## config.mk

```make
export PLATFORM = sky130hd
export DESIGN_NAME = pcc_access_gen
export DESIGN_NICKNAME = d
export VERILOG_FILES = /design/src/rtl/pcc_pkg.sv /design/src/rtl/pcc_decode.sv /design/src/rtl/pcc_fsm.sv /design/src/rtl/pcc_pins.sv /design/src/rtl/pcc_access_gen.sv
export SDC_FILE = /design/constraint.sdc
export NUM_CORES = 1
export LEC_CHECK = 0
export CORE_MARGIN = 10
export CORE_UTILIZATION = 49
export DETAILED_ROUTE_END_ITERATION = 12
export PLACE_DENSITY = 0.79
export SLEW_MARGIN = 40
export SYNTH_ARGS = -nofsm -noshare
export SYNTH_HDL_FRONTEND = slang
export SYNTH_SLANG_ARGS = --single-unit
```

## constraint.sdc

```tcl
create_clock -name clk -period 1.88 [get_ports clk]
set_input_delay 0.376 -clock clk [delete_from_list [all_inputs] [get_ports clk]]
set_output_delay 0.376 -clock clk [all_outputs]
set_load 0.05 [all_outputs]
```

## src/rtl/pcc_pkg.sv

```systemverilog
`timescale 1ns/1ps
package pcc_pkg;

   localparam int unsigned MAP_FW = 8;   // width of one entry in a code map
   localparam int unsigned MAP_N  = 4;   // entries per map (2-bit code)

   typedef enum logic [1:0] {
      ST_IDLE,
      ST_SETUP,
      ST_STROBE,
      ST_HOLD
   } pcc_state_e;

   typedef struct packed {
      logic       io;
      logic       wr;
      logic       attr;
      logic       wide;
      logic [1:0] be;
   } pcc_attr_t;

   function automatic int unsigned map_max(input logic [MAP_N*MAP_FW-1:0] m);
      int unsigned r;
      r = 0;
      for (int i = 0; i < MAP_N; i++) begin
         if (32'(m[i*MAP_FW +: MAP_FW]) > r) r = 32'(m[i*MAP_FW +: MAP_FW]);
      end
      return r;
   endfunction

endpackage

```

## src/rtl/pcc_decode.sv

```systemverilog
`timescale 1ns/1ps
module pcc_decode
   import pcc_pkg::*;
#(
   parameter int unsigned                  BASE_W    = 4,
   parameter int unsigned                  CNT_W     = 7,
   parameter logic [MAP_N*MAP_FW-1:0]      SETUP_MAP = {8'd15, 8'd2, 8'd1, 8'd0},
   parameter logic [MAP_N*MAP_FW-1:0]      HOLD_MAP  = {8'd15, 8'd2, 8'd1, 8'd0},
   parameter logic [MAP_N*MAP_FW-1:0]      WAIT_MAP  = {8'd50, 8'd30, 8'd15, 8'd0}
) (
   input  logic [1:0]        su_code_i,
   input  logic [1:0]        ho_code_i,
   input  logic [1:0]        cw_code_i,
   input  logic [BASE_W-1:0] base_i,
   output logic [CNT_W-1:0]  su_o,
   output logic [CNT_W-1:0]  ho_o,
   output logic [CNT_W-1:0]  st_o
);

   logic [CNT_W-1:0] su_tab [MAP_N];
   logic [CNT_W-1:0] ho_tab [MAP_N];
   logic [CNT_W-1:0] cw_tab [MAP_N];

   for (genvar i = 0; i < MAP_N; i++) begin : g_tab
      assign su_tab[i] = CNT_W'(SETUP_MAP[i*MAP_FW +: MAP_FW]);
      assign ho_tab[i] = CNT_W'(HOLD_MAP[i*MAP_FW +: MAP_FW]);
      assign cw_tab[i] = CNT_W'(WAIT_MAP[i*MAP_FW +: MAP_FW]);
   end

   assign su_o = su_tab[su_code_i];
   assign ho_o = ho_tab[ho_code_i];
   // strobe count = region base wait + card wait (the +1 cycle is the count-0 cycle)
   assign st_o = CNT_W'(base_i) + cw_tab[cw_code_i];

endmodule

```

## src/rtl/pcc_fsm.sv

```systemverilog
`timescale 1ns/1ps
module pcc_fsm
   import pcc_pkg::*;
#(
   parameter int unsigned CNT_W = 7
) (
   input  logic             clk,
   input  logic             rst_n,
   input  logic             req_i,
   input  logic             ready_i,
   input  pcc_attr_t        attr_i,
   input  logic [CNT_W-1:0] su_i,
   input  logic [CNT_W-1:0] ho_i,
   input  logic [CNT_W-1:0] st_i,
   output pcc_state_e       state_o,
   output pcc_attr_t        attr_o,
   output logic             busy_o
);

   pcc_state_e       state_q;
   pcc_attr_t        attr_q;
   logic [CNT_W-1:0] cnt_q;
   logic [CNT_W-1:0] st_q;
   logic [CNT_W-1:0] ho_q;

   always_ff @(posedge clk or negedge rst_n) begin
      if (!rst_n) begin
         state_q <= ST_IDLE;
         attr_q  <= '0;
         cnt_q   <= '0;
         st_q    <= '0;
         ho_q    <= '0;
      end else begin
         case (state_q)
            ST_IDLE: begin
               if (req_i) begin
                  attr_q <= attr_i;
                  st_q   <= st_i;
                  ho_q   <= ho_i;
                  if (su_i == '0) begin
                     state_q <= ST_STROBE;
                     cnt_q   <= st_i;
                  end else begin
                     state_q <= ST_SETUP;
                     cnt_q   <= su_i - CNT_W'(1);
                  end
               end
            end
            ST_SETUP: begin
               if (cnt_q == '0) begin
                  state_q <= ST_STROBE;
                  cnt_q   <= st_q;
               end else begin
                  cnt_q <= cnt_q - CNT_W'(1);
               end
            end
            ST_STROBE: begin
               if (cnt_q != '0) begin
                  cnt_q <= cnt_q - CNT_W'(1);
               end else if (ready_i) begin
                  if (ho_q == '0) begin
                     state_q <= ST_IDLE;
                  end else begin
                     state_q <= ST_HOLD;
                     cnt_q   <= ho_q - CNT_W'(1);
                  end
               end
            end
            default: begin // ST_HOLD
               if (cnt_q == '0) state_q <= ST_IDLE;
               else             cnt_q   <= cnt_q - CNT_W'(1);
            end
         endcase
      end
   end

   assign state_o = state_q;
   assign attr_o  = attr_q;
   assign busy_o  = (state_q != ST_IDLE);

   AST_READY_STRETCH: assert property (@(posedge clk) disable iff (!rst_n)
      (state_q == ST_STROBE && cnt_q == '0 && !ready_i) |=> (state_q == ST_STROBE));

   AST_BUSY_KEEPS_FIELDS: assert property (@(posedge clk) disable iff (!rst_n)
      (state_q != ST_IDLE) |=> $stable(attr_q));

   AST_SETUP_TO_STROBE: assert property (@(posedge clk) disable iff (!rst_n)
      (state_q == ST_SETUP) |=> (state_q == ST_SETUP || state_q == ST_STROBE));

endmodule

```

## src/rtl/pcc_pins.sv

```systemverilog
`timescale 1ns/1ps
module pcc_pins
   import pcc_pkg::*;
#(
   parameter bit ALLOW_WIDE = 1'b1
) (
   input  pcc_state_e state_i,
   input  pcc_attr_t  attr_i,
   output logic       ce1_n_o,
   output logic       ce2_n_o,
   output logic       oe_n_o,
   output logic       we_n_o,
   output logic       iord_n_o,
   output logic       iowr_n_o,
   output logic       reg_n_o
);

   logic active;
   logic strobe;

   assign active = (state_i != ST_IDLE);
   assign strobe = (state_i == ST_STROBE);

   assign oe_n_o   = !(strobe && !attr_i.io && !attr_i.wr);
   assign we_n_o   = !(strobe && !attr_i.io &&  attr_i.wr);
   assign iord_n_o = !(strobe &&  attr_i.io && !attr_i.wr);
   assign iowr_n_o = !(strobe &&  attr_i.io &&  attr_i.wr);
   assign reg_n_o  = !(active && attr_i.attr);

   if (ALLOW_WIDE) begin : g_wide
      assign ce1_n_o = !(active && (!attr_i.wide || attr_i.be[0]));
      assign ce2_n_o = !(active &&   attr_i.wide && attr_i.be[1]);
   end else begin : g_narrow
      assign ce1_n_o = !active;
      assign ce2_n_o = 1'b1;
   end

endmodule

```

## src/rtl/pcc_access_gen.sv

```systemverilog
`timescale 1ns/1ps
module pcc_access_gen
   import pcc_pkg::*;
#(
   parameter int unsigned             BASE_W     = 4,
   parameter bit                      ALLOW_WIDE = 1'b1,
   parameter logic [MAP_N*MAP_FW-1:0] SETUP_MAP  = {8'd15, 8'd2, 8'd1, 8'd0},
   parameter logic [MAP_N*MAP_FW-1:0] HOLD_MAP   = {8'd15, 8'd2, 8'd1, 8'd0},
   parameter logic [MAP_N*MAP_FW-1:0] WAIT_MAP   = {8'd50, 8'd30, 8'd15, 8'd0}
) (
   input  logic              clk,
   input  logic              rst_n,
   input  logic              req_i,
   input  logic              io_i,
   input  logic              write_i,
   input  logic              attr_i,
   input  logic              wide_i,
   input  logic [1:0]        be_i,
   input  logic [1:0]        setup_code_i,
   input  logic [1:0]        hold_code_i,
   input  logic [1:0]        cwait_code_i,
   input  logic [BASE_W-1:0] base_wait_i,
   input  logic              ready_i,
   output logic              busy_o,
   output logic              ce1_n_o,
   output logic              ce2_n_o,
   output logic              oe_n_o,
   output logic              we_n_o,
   output logic              iord_n_o,
   output logic              iowr_n_o,
   output logic              reg_n_o
);

   localparam int unsigned SUM_MAX = (2**BASE_W - 1) + map_max(WAIT_MAP);
   localparam int unsigned EDGE_MAX = (map_max(SETUP_MAP) > map_max(HOLD_MAP)) ?
                                      map_max(SETUP_MAP) : map_max(HOLD_MAP);
   localparam int unsigned TOP_MAX = (SUM_MAX > EDGE_MAX) ? SUM_MAX : EDGE_MAX;
   localparam int unsigned CNT_W   = $clog2(TOP_MAX + 1);

   initial begin
      AST_CFG_BASE_W: assert (BASE_W >= 1 && BASE_W <= 8)
         else $error("base wait width out of range");
   end

   logic [CNT_W-1:0] su_cyc, ho_cyc, st_cyc;
   pcc_attr_t        req_attr, cur_attr;
   pcc_state_e       state;

   assign req_attr = '{io: io_i, wr: write_i, attr: attr_i, wide: wide_i, be: be_i};

   pcc_decode #(
      .BASE_W(BASE_W), .CNT_W(CNT_W),
      .SETUP_MAP(SETUP_MAP), .HOLD_MAP(HOLD_MAP), .WAIT_MAP(WAIT_MAP)
   ) u_decode (
      .su_code_i(setup_code_i),
      .ho_code_i(hold_code_i),
      .cw_code_i(cwait_code_i),
      .base_i   (base_wait_i),
      .su_o     (su_cyc),
      .ho_o     (ho_cyc),
      .st_o     (st_cyc)
   );

   pcc_fsm #(.CNT_W(CNT_W)) u_fsm (
      .clk    (clk),
      .rst_n  (rst_n),
      .req_i  (req_i),
      .ready_i(ready_i),
      .attr_i (req_attr),
      .su_i   (su_cyc),
      .ho_i   (ho_cyc),
      .st_i   (st_cyc),
      .state_o(state),
      .attr_o (cur_attr),
      .busy_o (busy_o)
   );

   pcc_pins #(.ALLOW_WIDE(ALLOW_WIDE)) u_pins (
      .state_i (state),
      .attr_i  (cur_attr),
      .ce1_n_o (ce1_n_o),
      .ce2_n_o (ce2_n_o),
      .oe_n_o  (oe_n_o),
      .we_n_o  (we_n_o),
      .iord_n_o(iord_n_o),
      .iowr_n_o(iowr_n_o),
      .reg_n_o (reg_n_o)
   );

   AST_STROBE_ONEHOT: assert property (@(posedge clk) disable iff (!rst_n)
      $countones({~oe_n_o, ~we_n_o, ~iord_n_o, ~iowr_n_o}) <= 1);

   AST_IDLE_QUIET: assert property (@(posedge clk) disable iff (!rst_n)
      !busy_o |-> (&{ce1_n_o, ce2_n_o, oe_n_o, we_n_o, iord_n_o, iowr_n_o, reg_n_o}));

   AST_REG_STEADY: assert property (@(posedge clk) disable iff (!rst_n)
      (busy_o && $past(busy_o)) |-> $stable(reg_n_o));

   AST_CE2_NARROW: assert property (@(posedge clk) disable iff (!rst_n)
      (busy_o && !cur_attr.wide) |-> ce2_n_o);

   AST_STROBE_UNDER_CE: assert property (@(posedge clk) disable iff (!rst_n)
      !(&{oe_n_o, we_n_o, iord_n_o, iowr_n_o}) |-> (!ce1_n_o || !ce2_n_o));

endmodule

```

==> impl_metrics.ini <==
[pwr]
power.clock.fraction_pct = 17.5
switching_share_pct = 36.5
p_int_mw = 1.28
ir_drop_mv = 0.517
power_leakage_nw = 1.30
seq_power_share_pct = 33.9
switchingPower_mw = 0.735
pwr_density_cell_nw_per_um2 = 669
pwr-share-comb_pct = 48.6

[logic_synthesis]
syn_area_per_cell_sq_um = 8.66
ys.flop_type = dfrtp_1
ys_ff_latch = 25
synth_edf_count = 0
synthesis.area_sq_um = 1970
synth_nets = 263
yosysUniqueCellTypes = 53
async_flop_share_pct = 100
synthCells = 227
yosysSeqAreaShare_pct = 31.8
yosys_warnings = 0

[setup_path]
worst-path-stages = 6
crit_buf_inv = 1
cpMaxStageDelayCell = dfrtp_2
max_stage_delay_ns = 0.45
cp-start-kind = flip-flop
crit_arrival_ns = 2.06
critPathTopFamily = compound AO/OA/AOI/OAI gates
worstSetupEndpointType = flip-flop
reg2reg_depth = 6
path_max_fanout = 4
crit_chain = or3_1, o31a_1, a311oi_1, buf_4, o32a_1, a211oi_2
setup.worst_path.class = reg -> reg
worstPathRequired_ns = 2.05

[global_route]
grt_overflow_total = 0
antenna_found_initial = 0
grt_pass1_vias = 2102
grt_usage_pct = 17.7
grt_max_degree = 26
grt_pass1_wl_microns = 10300

[clock_network]
numCtsBuffers = 3
clk_latency_ns = 0.29
clk_path_buf_depth = 2
root_buffer = clkbuf_8
clk_transition_reported_paths_ns = 0.10
htree_levels = 1
cts.sinks = 25
tritoncts = built

[placement]
placed_area_sq_um = 2750
port_buffers = 27
gp_congestion = 0.978
dp_slack_ns = -0.773
dpl.hpwl_microns = 4850

[route]
detail-route-antenna-nets = 0
wl_per_cell_microns = 18.6
first_pass_iters = 4
vias_per_cell = 5.91
routed_wl_microns = 6510
vias = 2069
drc = 0
drtIter0Drc = 130

[die]
io_pins = 28
core_area_sq_um = 3770
initial_core_util_pct = 52.1
dieWidth_microns = 83.3
die_h_microns = 83.3
row_count = 22
dieArea_sq_um = 6940

[sta]
finalCritPeriodShare_pct = 100
fin_crit_ns = 1.88
finClkSkew_ns = 0.00879
max_slew.worst_pin.slew_ns = 0.388
setup_ws_ns = -0.00447
setup_violations = 1
hold_viol_final = 0
setup_tns_ns = -0.00447
relSlewSlack_pct = 74.0
slew_violations = 0
timing.hold.ws_ns = 0.460
rsz0062_at_grt = yes
fmax_mhz = 531

[finish]
design_area_sq_um = 3010
nNetsFinal = 339
areaGrowthSynthToFinish_pct = 53.0
antenna_cells = 0
final_util_pct = 79.7
final_layout_size_suffix_gt1_share_pct = 43.0

[run]
cap_violations = 0

[run_status]
status = finished, violations left
failed_checks = negative setup slack

[min_path]
hp-class = in -> async
==> cell usage after synthesis, drive strengths merged (3+ instances only) <==
library cell  instances  area [sq um]
ha                   15           188
o211ai                4          35.0
nand2b                4          25.0
a211oi                4          30.0
nor2                 21          86.3
a211o                 3          26.3
nand2                22          82.6
xor2                  4          35.0
nor3                  6          30.0
a21o                  3          23.8
inv                  18          67.6
o21ai                14          70.1
dfrtp                25           626
buf                   5          36.3
xnor2                 4          35.0
a21oi                19          98.9
clkbuf                4          15.0
mux2                 11           124
nand3                 7          35.0
or3                   3          18.8
==> power groups by stage <==
stage	clock, mW	sequential, mW	combinational (mW)
CTS	0.356	0.676	0.902
finish	0.351	0.682	0.978
global placement	0	0.682	0.837
floorplan	0	0.676	0.513
global route	0.369	0.688	1.07
detailed placement	0	0.687	0.866
==> metrics by stage <==
step	total power, mW	std cells
3_5_place_dp	1.55	339
6_report	2.01	350
3_3_place_gp	1.52	339
5_1_grt	2.13	350
2_1_floorplan	1.19	227
4_1_cts	1.93	346
==> worst reg2reg max path: stages (launching register included) <==
cell,delay (ns)
dfrtp_2,0.45
or3_1,0.42
o31a_1,0.25
a311oi_1,0.25
buf_4,0.17
o32a_1,0.16
a211oi_2,0.07
==> worst paths after layout <==
check | start | to | slack (ns)
max | u_fsm.cnt_q[2] | u_fsm.cnt_q[5] | -0.004
min | rst_n | u_fsm.st_q[5] | 0.46
max reg2reg | u_fsm.cnt_q[2] | u_fsm.cnt_q[5] | -0.004
min reg2reg | u_fsm.st_q[4] | u_fsm.st_q[4] | 0.51
max in group asynchronous | rst_n | u_fsm.state_o[0] | 1.14
min in group clk | u_fsm.st_q[4] | u_fsm.st_q[4] | 0.51
==> cell type report <==
class,count,area [sq um]
inverter,19,87.6
clock inverter,1,7.51
clock buffer,3,41.3
multi-input combinational,174,1440
timing repair buffer,80,738
tap,48,60.1
fill,240,764
sequential,25,628
==> kinds of logic after synthesis <==
logic type                 after synthesis  synth area share (%)
AOI/OAI and AO/OA                       64                  22.2
buffers and inverters                   28                  6.24
adders and majority gates               16                  10.6
DFF                                     25                  31.8
muxes                                   11                  6.30
and+or+nand+nor                         75                  19.3
xor gates and xnor gates                 8                  3.56
==> metal layers <==
layer / part of all wire, % / GRT usage (%)
met1: 39 / 20.6
met2: 50 / 30.2
met3: 6.5 / 3.03
met4: 3.8 / 9.23
met5: 0 / 0
==> repair_timing <==
item                       4_1_cts  5_1_grt
pin swaps                       13        5
buffers inserted                 3        5
setup endpoints to repair       12        9
gates resized for setup         25       31
hold buffers                     0        0
==> flip-flops by register name (all words and copies together) (netlist names) <==
register       flops
u_fsm.attr_o       6
u_fsm.cnt_q        7
u_fsm.ho_q         3
u_fsm.st_q         7
u_fsm.state_o      2
==> cell usage in the layout, fill, tap and decap left out, drive strengths merged, types with 7 or more instances in the layout <==
cell / count
mux2: 11
ha: 15
nand2: 22
nor2: 21
inv: 19
clkdlybuf4s50: 14
buf: 63
dfrtp: 25
a21oi: 19
o21ai: 14
nand3: 7
No activity file was read; power rests on OpenSTA's default activity.
